## src/rtl/tdd_pkg.sv

```systemverilog
package tdd_pkg;

    typedef enum logic [2:0] {
        ST_BOOT    = 3'd0,
        ST_PRE_TX  = 3'd1,
        ST_PRE_RX  = 3'd2,
        ST_IDLE    = 3'd3,
        ST_TX      = 3'd4,
        ST_RX_SYNC = 3'd5,
        ST_RX_DATA = 3'd6
    } tdd_state_t;

    function automatic logic st_is_tx(tdd_state_t s);
        return (s == ST_PRE_TX) || (s == ST_TX);
    endfunction

    function automatic logic st_is_rx(tdd_state_t s);
        return (s == ST_PRE_RX) || (s == ST_RX_SYNC) || (s == ST_RX_DATA);
    endfunction

    function automatic logic st_is_normal(tdd_state_t s);
        return (s == ST_IDLE) || (s == ST_TX) || (s == ST_RX_SYNC) || (s == ST_RX_DATA);
    endfunction

endpackage

```

## src/rtl/tdd_timer.sv

```systemverilog
module tdd_timer #(
    parameter int CW = 16
) (
    input  logic          clk,
    input  logic          rst,
    input  logic          run,
    input  logic [CW-1:0] limit,
    output logic          expire
);
    logic [CW-1:0] cnt;
    logic [CW:0]   cnt_inc;

    assign cnt_inc = {1'b0, cnt} + {{CW{1'b0}}, 1'b1};
    assign expire  = run && (cnt_inc >= {1'b0, limit});

    always_ff @(posedge clk) begin
        if (rst || !run || expire) begin
            cnt <= '0;
        end else begin
            cnt <= cnt_inc[CW-1:0];
        end
    end

    AST_CNT_BELOW_LIMIT: assert property (@(posedge clk) disable iff (rst)
        run |-> (cnt == '0 || cnt < limit));

    AST_CNT_IDLE_ZERO: assert property (@(posedge clk) disable iff (rst)
        (!$past(run)) |-> (cnt == '0));

endmodule

```

## src/rtl/tdd_fsm.sv

```systemverilog
module tdd_fsm
    import tdd_pkg::*;
(
    input  logic       clk,
    input  logic       rst,
    input  logic       strap,
    input  logic       buf_full,
    input  logic       tx_done,
    input  logic       sync_det,
    input  logic       rx_done,
    input  logic       expire,
    output logic       run,
    output tdd_state_t state,
    output logic       first,
    output logic       lost,
    output logic       role
);
    tdd_state_t state_q, state_d;
    logic       first_q, lost_q, lost_d, role_q;

    assign run = (state_q == ST_RX_SYNC) || (state_q == ST_PRE_RX && role_q);

    always_comb begin
        state_d = state_q;
        lost_d  = 1'b0;
        unique case (state_q)
            ST_BOOT:    state_d = role_q ? ST_PRE_RX : ST_PRE_TX;
            ST_PRE_TX:  if (tx_done) state_d = role_q ? ST_IDLE : ST_PRE_RX;
            ST_PRE_RX:  begin
                if (sync_det)    state_d = role_q ? ST_PRE_TX : ST_RX_SYNC;
                else if (expire) state_d = ST_PRE_TX;
            end
            ST_IDLE:    if (buf_full) state_d = ST_TX;
            ST_TX:      if (tx_done) state_d = ST_RX_SYNC;
            ST_RX_SYNC: begin
                if (sync_det) begin
                    state_d = ST_RX_DATA;
                end else if (expire) begin
                    lost_d  = 1'b1;
                    state_d = role_q ? ST_IDLE : ST_RX_SYNC;
                end
            end
            ST_RX_DATA: if (rx_done) state_d = role_q ? ST_IDLE : ST_TX;
            default:    state_d = ST_BOOT;
        endcase
    end

    always_ff @(posedge clk) begin
        if (rst) begin
            state_q <= ST_BOOT;
            first_q <= 1'b0;
            lost_q  <= 1'b0;
            role_q  <= strap;
        end else begin
            state_q <= state_d;
            first_q <= (state_d != state_q);
            lost_q  <= lost_d;
        end
    end

    assign state = state_q;
    assign first = first_q;
    assign lost  = lost_q;
    assign role  = role_q;

    AST_ROLE_STABLE: assert property (@(posedge clk) disable iff (rst)
        $stable(role_q));

    AST_TX_START_PULSE: assert property (@(posedge clk) disable iff (rst)
        (first_q && st_is_tx(state_q)) |=> !(first_q && st_is_tx(state_q)));

    AST_MASTER_RETURNS: assert property (@(posedge clk) disable iff (rst)
        (role_q && lost_q) |-> (state_q == ST_IDLE));

    AST_SLAVE_HOLDS: assert property (@(posedge clk) disable iff (rst)
        (!role_q && lost_q) |-> (state_q == ST_RX_SYNC));

    AST_REPLY_AFTER_RX: assert property (@(posedge clk) disable iff (rst)
        (!role_q && state_q == ST_TX && first_q) |-> ($past(state_q) == ST_RX_DATA));

endmodule

```

## src/rtl/tdd_link_ctrl.sv

```systemverilog
module tdd_link_ctrl
    import tdd_pkg::*;
#(
    parameter int TMO_W    = 16,
    parameter int SAMPLE_W = 8
) (
    input  logic                clk,
    input  logic                rst,
    input  logic                is_master_strap,
    input  logic [TMO_W-1:0]    tmo_limit,
    input  logic                buf_full,
    input  logic                tx_done,
    input  logic                sync_det,
    input  logic                rx_done,
    output logic                tx_start,
    output logic                tx_preamble,
    output logic                tx_busy,
    output logic                rx_listen,
    output logic                fill_req,
    output logic [SAMPLE_W-1:0] fill_code,
    output logic                tmo_evt,
    output logic                link_up,
    output logic                role_master
);
    localparam logic [SAMPLE_W-1:0] MID_CODE = SAMPLE_W'(1) << (SAMPLE_W - 1);

    tdd_state_t st;
    logic       run, expire, first, lost, role;

    tdd_timer #(.CW(TMO_W)) i_timer (
        .clk    (clk),
        .rst    (rst),
        .run    (run),
        .limit  (tmo_limit),
        .expire (expire)
    );

    tdd_fsm i_fsm (
        .clk      (clk),
        .rst      (rst),
        .strap    (is_master_strap),
        .buf_full (buf_full),
        .tx_done  (tx_done),
        .sync_det (sync_det),
        .rx_done  (rx_done),
        .expire   (expire),
        .run      (run),
        .state    (st),
        .first    (first),
        .lost     (lost),
        .role     (role)
    );

    assign tx_busy     = st_is_tx(st);
    assign tx_start    = first && st_is_tx(st);
    assign tx_preamble = (st == ST_PRE_TX);
    assign rx_listen   = st_is_rx(st);
    assign link_up     = st_is_normal(st);
    assign fill_req    = lost;
    assign tmo_evt     = lost;
    assign fill_code   = MID_CODE;
    assign role_master = role;

    AST_NO_TX_DURING_LISTEN: assert property (@(posedge clk) disable iff (rst)
        rx_listen |-> !tx_start);

    AST_FILL_ONLY_LINKED: assert property (@(posedge clk) disable iff (rst)
        fill_req |-> (link_up && !tx_busy));

endmodule

```

## config.mk

```make
export PLATFORM = sky130hd
export DESIGN_NAME = tdd_link_ctrl
export DESIGN_NICKNAME = d
export VERILOG_FILES = /design/src/rtl/tdd_pkg.sv /design/src/rtl/tdd_timer.sv /design/src/rtl/tdd_fsm.sv /design/src/rtl/tdd_link_ctrl.sv
export SDC_FILE = /design/constraint.sdc
export NUM_CORES = 1
export LEC_CHECK = 0
export BUFFER_PORTS_ARGS = -buffer_cell sky130_fd_sc_hd__buf_2
export CORE_ASPECT_RATIO = 1.1
export CORE_MARGIN = 8
export CORE_UTILIZATION = 44
export DETAILED_ROUTE_END_ITERATION = 7
export PLACE_DENSITY = 0.7
export SLEW_MARGIN = 20
export SYNTH_ARGS = -nofsm -noshare
export SYNTH_HDL_FRONTEND = slang
export SYNTH_HIERARCHICAL = 1
export SYNTH_SLANG_ARGS = --single-unit
```

## constraint.sdc

```tcl
create_clock -name clk -period 9.7 [get_ports clk]
set_clock_uncertainty 0.15 [all_clocks]
set_input_delay 0 -clock clk [delete_from_list [all_inputs] [get_ports clk]]
set_output_delay 0 -clock clk [all_outputs]
set_load 0.005 [all_outputs]
```

======== Word-level counts from Yosys, hierarchy flattened ========
Index checks and enable logic that the tools add are counted.
operators by class
  eq/ne operators ......................... 7
  $lt $le $gt $ge ......................... 1
  bitwise logic cells ..................... 1
  multiplexer cells ....................... 15
  add/sub/neg operators ................... 1
  reduce and logical (&&, ||, !) cells .... 15
operators with widths
  kind                                                  number
  two-way mux 3 bit                                     11
  one-hot mux 3 bit (7 select lines)                    1
  adder 16 x 1 -> 17 bit (second input constant)        1
  >= comparator 17 x 16 -> 1 bit                        1
  equality test 3 bit (second input constant)           3
  logical OR 1 bit                                      9
  equality test 3 x 2 -> 1 bit (second input constant)  2
  equality test 3 x 1 -> 1 bit (second input constant)  1
  logical AND 1 bit                                     3
  logical NOT 3 bit                                     1
  != test 3 bit                                         1
  OR reduction 3 bit                                    1
  two-way mux 1 bit                                     2
  two-way mux 2 bit                                     1
  logical NOT 1 bit                                     1
  inverter 1 bit                                        1
word-level totals
  bits in registers ....................... 22
  output and inout bits ................... 16

======== Longest topological paths before layout ========
Gate-level depths: netlist of run 1.
  depth in word-level cells ............... 8
  depth in mapped cells ................... 14
  gate-level depth less buffers ........... 14

======== Cells and area by module ========
The synthesis of run 1 kept the hierarchy.
by module, submodules not included
  module         area each (um^2)  instances  seq. area each (um^2)  cells an instance
  tdd_timer      1,188.6           1          320.3                  135
  tdd_fsm        518.0             1          130.1                  64
  tdd_link_ctrl  136.4             1          0.0                    20

======== Worst setup path before layout of run 1 ========
No wires, ideal clock.
  kind .................................... flip-flop to flip-flop
  start ................................... register i_timer.cnt[0]
  end ..................................... register i_fsm.first_q, in the netlist i_fsm/first
  library setup time ...................... 135 ps
  stages on the path, launching flop included .. 15
  period minus slack after synthesis ...... 3,176 ps
  data arrival time ....................... 2,891 ps
  path slack .............................. 6,524 ps
  cell sequence ........................... dfxtp_1 ha_1 nand3_2 nor2_4 and4_4 xor2_2 ha_1 and3_1 nand2_1 o21bai_1 a41oi_1 o41ai_2 a211oi_1 nor4_1 o22ai_1
between the ends
  longest elaborated chain between the ends .. 7
  elaborated cells between the ends (all ways) .. 9
  those cells by class .................... 1 x add/sub; 1 x order compare; 1 x eq/ne; 5 x mux; 1 x reduce/logical
RTL lines
  element                                      RTL line                      text
  from (decl)                                  tdd_timer.sv:10               logic [CW-1:0] cnt;
  from (signal assigned)                       tdd_timer.sv:20               cnt <= cnt_inc[CW-1:0];
  adder 16 x 1 -> 17 bit *                     tdd_timer.sv:13               assign cnt_inc = {1'b0, cnt} + {{CW{1'b0}}, 1'b1};
  named net i_timer.cnt_inc[14]                tdd_timer.sv:11               logic [CW:0] cnt_inc;
  >= comparator 17 x 16 -> 1 bit *             tdd_timer.sv:14               assign expire = run && (cnt_inc >= {1'b0, limit});
  logical AND 1 bit *                          tdd_timer.sv:14
  named net expire                             tdd_link_ctrl.sv:28           logic run, expire, first, lost, role;
  two-way mux 3 bit, on equally long branches  tdd_fsm.sv:38, tdd_fsm.sv:31
  two-way mux 3 bit, on equally long branches  tdd_fsm.sv:36, tdd_fsm.sv:30
  one-hot mux 3 bit (7 select lines) *         tdd_fsm.sv:26                 unique case (state_q)
  != test 3 bit *                              tdd_fsm.sv:56                 first_q <= (state_d != state_q);
  to (signal assigned)                         tdd_fsm.sv:56
  to (decl)                                    tdd_fsm.sv:19                 logic first_q, lost_q, lost_d, role_q;
The timed path passes the listed nets; every way through them passes the cells marked *.
A chain may end at the register's enable or synchronous reset.

======== Worst setup path after layout of run 1 ========
Ends and elaborated chain as after synthesis.

==> results of run 1 <==
==> metal layers <==
metal / GRT usage [%] / vias to the layer above / share of wire, %
met5: 0 / - / 0
met3: 2.91 / 4 / 4.8
met4: 2.23 / 0 / 0.81
met2: 20.0 / 37 / 50
met1: 14.5 / 699 / 45
li1: - / 797 / -
==> cells in the mapped netlist (all sizes together), types with 4 or more instances <==
| master | n |
|---|---|
| nor2b | 17 |
| o21ai | 4 |
| xnor2 | 7 |
| nor3 | 4 |
| buf | 14 |
| a21oi | 12 |
| nand2 | 13 |
| nor3b | 4 |
| ha | 17 |
| nand3 | 9 |
| nor2 | 15 |
| xor2 | 9 |
| nand2b | 5 |
| inv | 25 |
| dfxtp | 21 |
| nand4 | 6 |
==> worst max path at each step <==
stage,end,cells past startpoint
2_1_floorplan,i_fsm/first$_SDFF_PP0_,14
3_3_place_gp,i_fsm/first$_SDFF_PP0_,14
5_1_grt,i_fsm/first$_SDFF_PP0_,14
3_5_place_dp,i_fsm/first$_SDFF_PP0_,14
4_1_cts,i_fsm/first$_SDFF_PP0_,14
6_report,i_fsm/first$_SDFF_PP0_,14
==> cell type report <==
type | instances | share of cell area, %
Clock inverter | 1 | 1.45
Timing Repair Buffer | 33 | 8.71
Multi-Input combinational cell | 163 | 58.4
Inverter | 25 | 4.53
Clock buffer | 3 | 2.00
Tap cell | 52 | 3.14
Sequential cell | 22 | 21.8
==> worst register-to-register path: cells and delay by family (launching register included) <==
kind | cells | cell delay (ns)
xor+xnor | 1 | 0.22
compound gates | 7 | 1.44
flops | 1 | 0.42
simple gates | 4 | 0.86
fa+ha+maj | 2 | 0.50
==> stage by stage <==
stage / setup slack [ns] / util [%] / hold WS, ns
2_1_floorplan: 6.52 / - / -0.0776
3_3_place_gp: 6.17 / 49.3 / 0.0286
3_5_place_dp: 6.08 / 49.3 / 0.0288
4_1_cts: 6.03 / 51.8 / 0.0466
5_1_grt: 5.62 / 51.8 / 0.0771
6_report: 5.97 / 51.8 / 0.0528
==> power breakdown <==
part           switching (W)  internal (W)
logic              0.0000267     0.0000272
clock network      0.0000304     0.0000551
registers          0.0000124     0.0000950
==> registers in the layout (all words and copies together) (netlist names) <==
signal and flops:
i_fsm/lost 1, i_timer/cnt 16, i_fsm/state 3, i_fsm/role 1
i_fsm/first 1
==> logic make-up after synthesis <==
group / count (synthesis)
buffers and inverters: 40
xor gates and xnor gates: 16
other: 2
DFF: 22
AOI/OAI and AO/OA: 35
adders and majority gates: 17
muxes: 1
and+or+nand+nor: 86
==> flow_summary_export.csv, run 1 <==
group,metric,value,unit
global_routing,grt_start_max_net_pins,23,
sta,max_freq,268,MHz
synthesis,synthXorXnorAreaFrac,8.42,%
critical_path,reg2reg_from,"i_timer/cnt[0]$_SDFF_PP0_",
critical_path,cp-start-kind,"register",
synthesis,synth-edff-count,1,
synthesis,async_flop_share,0,%
placed_design,io_buffers,30,
clock_tree,clock_latency,0.26,ns
global_routing,grt_pass1_vias,1445,
layout,diodes,0,
critical_path,worstPathRequired,9.69,ns
critical_path,cp_slowest_cell,"dfxtp_1",
layout,multi_input_area,0.00121,mm²
layout,layout.nets,288,
sta,setup_tns,0,ns
floorplan,die_h,83.9,µm
power,peakVddDrop,0.0944,mV
worst_hold_path,hold_path_depth,3,
floorplan,die-area,0.00652,mm²
synthesis,synthMuxAreaShare,0.543,%
synthesis,synth_seq_cells,22,
sta,worstMarginPinSlew,0.726,ns
layout,area_growth,12.3,%
routing,route.detailed.drc,0,
routing,via_count,1537,
power,power,0.000247,W
layout,instances_no_fill,299,
synthesis,syn_inst,219,
sta,setup_viol,0,
worst_hold_path,hold_start,"sync_det",
critical_path,end_kind,"register",
job,max-cap-violations,0,
clock_tree,path_clk_slew,0.09,ns
synthesis,synth_compound_area_share,14.3,%
placed_design,hpwl,2930,µm
sta,period_needed,3.73,ns
critical_path,crit_family,"compound AO/OA/AOI/OAI gates",
critical_path,crit_type,"reg2reg",
synthesis,yosysSeqAreaShare,24.4,%
clock_tree,hold_buffers,3,
layout,final_area,0.00207,mm²
critical_path,crit_fanout,6,
power,p_leak,0.971,nW
clock_tree,cts.sinks,22,
routing,drtIter0Drc,123,
floorplan,ios,39,
floorplan,core,0.00399,mm²
routing,wire_per_inst,12.8,µm
global_routing,overflow,0,
clock_tree,cts_buffers,3,
floorplan,start_util,46.1,%
worst_hold_path,min_path_type,"in2reg",
clock_tree,cts_tree,"built",
sta,rsz0062_at_grt,"no",
placed_design,gp_congestion,0.871,
synthesis,synthFlopType,"dfxtp_1",
synthesis,syn_area,0.00184,mm²
placed_design,place_area,0.00197,mm²
synthesis,yosys_warnings,6,
layout,final_common_cell,"buf_2",
routing,routed_wl,3840,µm
global_routing,antenna_found_initial,0,
synthesis,yosys.area_share.adder,11.5,%
routing,ant_nets,0,
floorplan,num_rows,24,
clock_tree,htreeDepth,1,
critical_path,rr_endpoint,"i_fsm/first$_SDFF_PP0_",
global_routing,grt_pass1_wl,6550,µm
synthesis,synth_top_area_cell,"dfxtp_1",
floorplan,die_x,77.7,µm
routing,drt-pass1-iter-count,4,
critical_path,ff2ff_path_depth,14,
sta,slew_viol_final,0,
synthesis,synth_area_leaders,"dfxtp_1 23%, ha_1 12%, nor2b_1 5.1%",
synthesis,synth_top_family_by_area,"simple AND/OR/NAND/NOR gates",
sta,slew_headroom,51.6,%
sta,hold_viol_final,0,
worst_hold_path,min_to,"i_fsm/lost$_SDFF_PP0_",
critical_path,slowest_delay,0.42,ns
placed_design,dp_cells,292,
critical_path,crit_chain,"ha_1 > nand3_2 > nor2_4 > and3_1 > xor2_1 > ha_1 > a21oi_1 > o21ai_0 > a21oi_1 > a41oi_1 > o41ai_2 > a211oi_1 > nor4_1 > o22ai_1",
critical_path,critPathArrivalTime,3.72,ns
run_status,status,"complete, no violations",
critical_path,rrSetupSlack,5.97,ns
synthesis,synthSimpleGateAreaFrac,29.2,%
clock_tree,cts_root_buf,"clkbuf_8",
critical_path,worstPathBufferInverterCount,0,
power,cellPowerDensity,119,mW/mm²
synthesis,yosysTopAreaCellShare,22.8,%
layout,regArea,450,µm²
clock_tree,ctsResizeCount,0,
routing,via_per_inst,5.14,
global_routing,grtUsageTotal,11.8,%
layout,fillers,392,
synthesis,syn_avg_cell_area,8.42,µm²
layout,final_cell_mix,"30 x buf_2, 24 x inv_1, 21 x dfxtp_1, 17 x ha_1, 15 x nor2b_1",
critical_path,crit_start,"i_timer/cnt[0]$_SDFF_PP0_",
clock_tree,postCtsSetupBuffers,0,
layout,drive_gt1_share,21.9,%
sta,fin_crit_sh,38.4,%
synthesis,yosys.cell_types.count,53,
clock_tree,clockBufferDepth,2,
Note: power is estimated with default switching activity, not from simulation.
==> run 2: changes to the inputs <==
PLACE_DENSITY = 0.72   (was 0.7)
clock period = 3.25 ns   (was 9.7 ns; I/O delays follow)
==> run 2 against run 1 <==
  * First-iteration DRC count decreased by 16%
  * Count of clock-buffer cells in the layout increased by 1
  * Clock power increased by 140%
  * Design area increased by 11%
  * Routed wire length increased by 12%
  * Via count increased by 8.3%
  * Die area unchanged
  * Critical path depth unchanged
  * Non-clock buffer count increased by 23
  * Utilization increased by 5.6 points
  * Fmax increased by 21%
  * Total power increased to 2.9 times the previous value
  * Critical endpoint is now i_fsm/state[0]$_SDFF_PP0_
  * Largest cell class unchanged
  * Highest routed layer unchanged
==> flow_summary_export.csv, run 2 (same netlist as run 1, synthesis figures left out) <==
group,metric,value,unit
placed_design,hpwl,3320,µm
global_routing,grtUsageTotal,13.1,%
job,max-cap-violations,0,
sta,slew_headroom,56.9,%
sta,setup_tns,0,ns
critical_path,reg2reg_from,"i_timer/cnt[0]$_SDFF_PP0_",
sta,worstMarginPinSlew,0.646,ns
layout,drive_gt1_share,32.6,%
power,p_sw,0.000219,W
clock_tree,cts_root_buf,"clkbuf_8",
routing,routed_wl,4300,µm
placed_design,post-place-ws,-0.185,ns
global_routing,grt_pass1_vias,1653,
layout,diodes,0,
global_routing,grt_pass1_wl,7170,µm
power,seqPwrFrac,42.0,%
clock_tree,clockBufferDepth,2,
sta,max_freq,326,MHz
layout,fillers,387,
clock_tree,htreeDepth,1,
floorplan,die-area,0.00652,mm²
routing,via_count,1664,
global_routing,grt_start_max_net_pins,22,
routing,drtIter0Drc,103,
floorplan,die_h,83.9,µm
routing,ant_nets,0,
sta,hold_viol_final,0,
critical_path,crit_fanout,6,
clock_tree,path_clk_slew,0.08,ns
layout,largest_reg_flops,16,
layout,final_common_cell,"buf_2",
power,p_sw_share,31.1,%
critical_path,end_kind,"register",
layout,final_cell_mix,"30 x buf_2, 24 x inv_1, 23 x buf_4, 19 x dfxtp_1, 17 x ha_1",
power,intPower,0.000485,W
routing,route.detailed.drc,0,
routing,drt-pass1-iter-count,5,
worst_hold_path,min_path_type,"in2reg",
sta,setup_viol,0,
clock_tree,cts.sinks,22,
sta,fin_crit_sh,94.4,%
sta,period_needed,3.07,ns
clock_tree,cts_buffers,3,
placed_design,io_buffers,30,
routing,via_per_inst,5.17,
layout,regMostFlops,"i_timer/cnt",
global_routing,overflow,0,
run_status,status,"complete, no violations",
placed_design,gp_congestion,0.900,
power,p_leak,1.08,nW
critical_path,cp-start-kind,"register",
routing,wire_per_inst,13.3,µm
critical_path,critPathArrivalTime,3.13,ns
critical_path,worstPathRequired,3.31,ns
layout,regArea,453,µm²
worst_hold_path,hold_start,"buf_full",
floorplan,core,0.00399,mm²
floorplan,num_rows,24,
sta,slew_viol_final,0,
global_routing,antenna_found_initial,0,
sta,fin_ws,0.181,ns
sta,rsz0062_at_grt,"no",
floorplan,ios,39,
clock_tree,clock_latency,0.27,ns
critical_path,crit_type,"reg2reg",
clock_tree,cts_tree,"built",
critical_path,crit_start,"i_timer/cnt[0]$_SDFF_PP0_",
power,comb_power_share,29.1,%
layout,layout.nets,311,
layout,multi_input_area,0.00127,mm²
floorplan,die_x,77.7,µm
floorplan,start_util,46.1,%
power,clock_power_share,28.9,%
power,peakVddDrop,0.131,mV
power,cellPowerDensity,307,mW/mm²
power,power,0.000705,W
layout,area_growth,24.5,%
[run 2: cell count changes in the layout (fill, tap and decap cells not counted), sizes merged]
cell,delta
clkbuf,+1
buf,+23
bufinv,-1
[run 2: what timing repair did]
item,4_1_cts,5_1_grt
endpoints found under the setup margin,3,6
gates resized for setup,4,10
gates cloned,0,0
hold buffers,3,0
buffers inserted,2,1
hold endpoints to repair,6,0
pin swaps,4,6
[run 2: metrics by stage]
step	util (%)	instance area [µm²]	hold slack, ns	instances
2_1_floorplan	-	1870	-0.0776	225
3_3_place_gp	53.0	2120	0.0279	312
3_5_place_dp	53.0	2120	0.0289	312
4_1_cts	56.2	2240	0.0401	321
5_1_grt	57.5	2290	0.0716	322
6_report	57.5	2290	0.0568	322
[run 2: layout make-up]
cell class	instances	share of cell area (%)
clock buffer	4	2.40
inverter	25	4.09
multi-input combinational	163	55.6
sequential	22	19.7
tap	52	2.84
timing repair buffer	56	15.4
[run 2: critical path, stage by stage, from the launching register on]
cell,delay [ns]
dfxtp_2,0.35
ha_1,0.18
nand3_2,0.12
nor2_4,0.15
and4_4,0.24
xor2_2,0.07
ha_1,0.29
and3_1,0.19
nand2_1,0.08
a311o_1,0.38
a41oi_4,0.26
nor3_2,0.08
a211oi_2,0.25
a221oi_1,0.12
nor2_1,0.12
[run 2: power groups by stage]
stage | clock, W | combinational [W] | sequential [W]
after floorplan | 0 | 0.000142 | 0.000304
after global placement | 0 | 0.000189 | 0.000302
after detailed placement | 0 | 0.000192 | 0.000302
after CTS | 0.000209 | 0.000197 | 0.000295
after global routing | 0.000219 | 0.000230 | 0.000298
final | 0.000204 | 0.000205 | 0.000296
[run 2: per-layer routing]
layer  vias up  part of all wire [%]  wire length (µm)  global-route usage, %
li1        846                     -                 -                      -
met1       780                    43              1840                   14.9
met5         -                     0                 0                      0
met3         4                   4.2               180                   2.69
met2        34                    52              2250                   23.5
met4         0                  0.68                29                   3.95
[run 2: worst paths after layout]
kind                                                   to  slack [ns]  cells after the start
worst max-delay path            i_fsm/state[0]$_SDFF_PP0_        0.18                     14
worst min-delay path            i_fsm/state[2]$_SDFF_PP0_        0.06                      4
worst max register to register  i_fsm/state[0]$_SDFF_PP0_        0.18                     14
worst min register to register  i_timer/cnt[0]$_SDFF_PP0_        0.39                      2
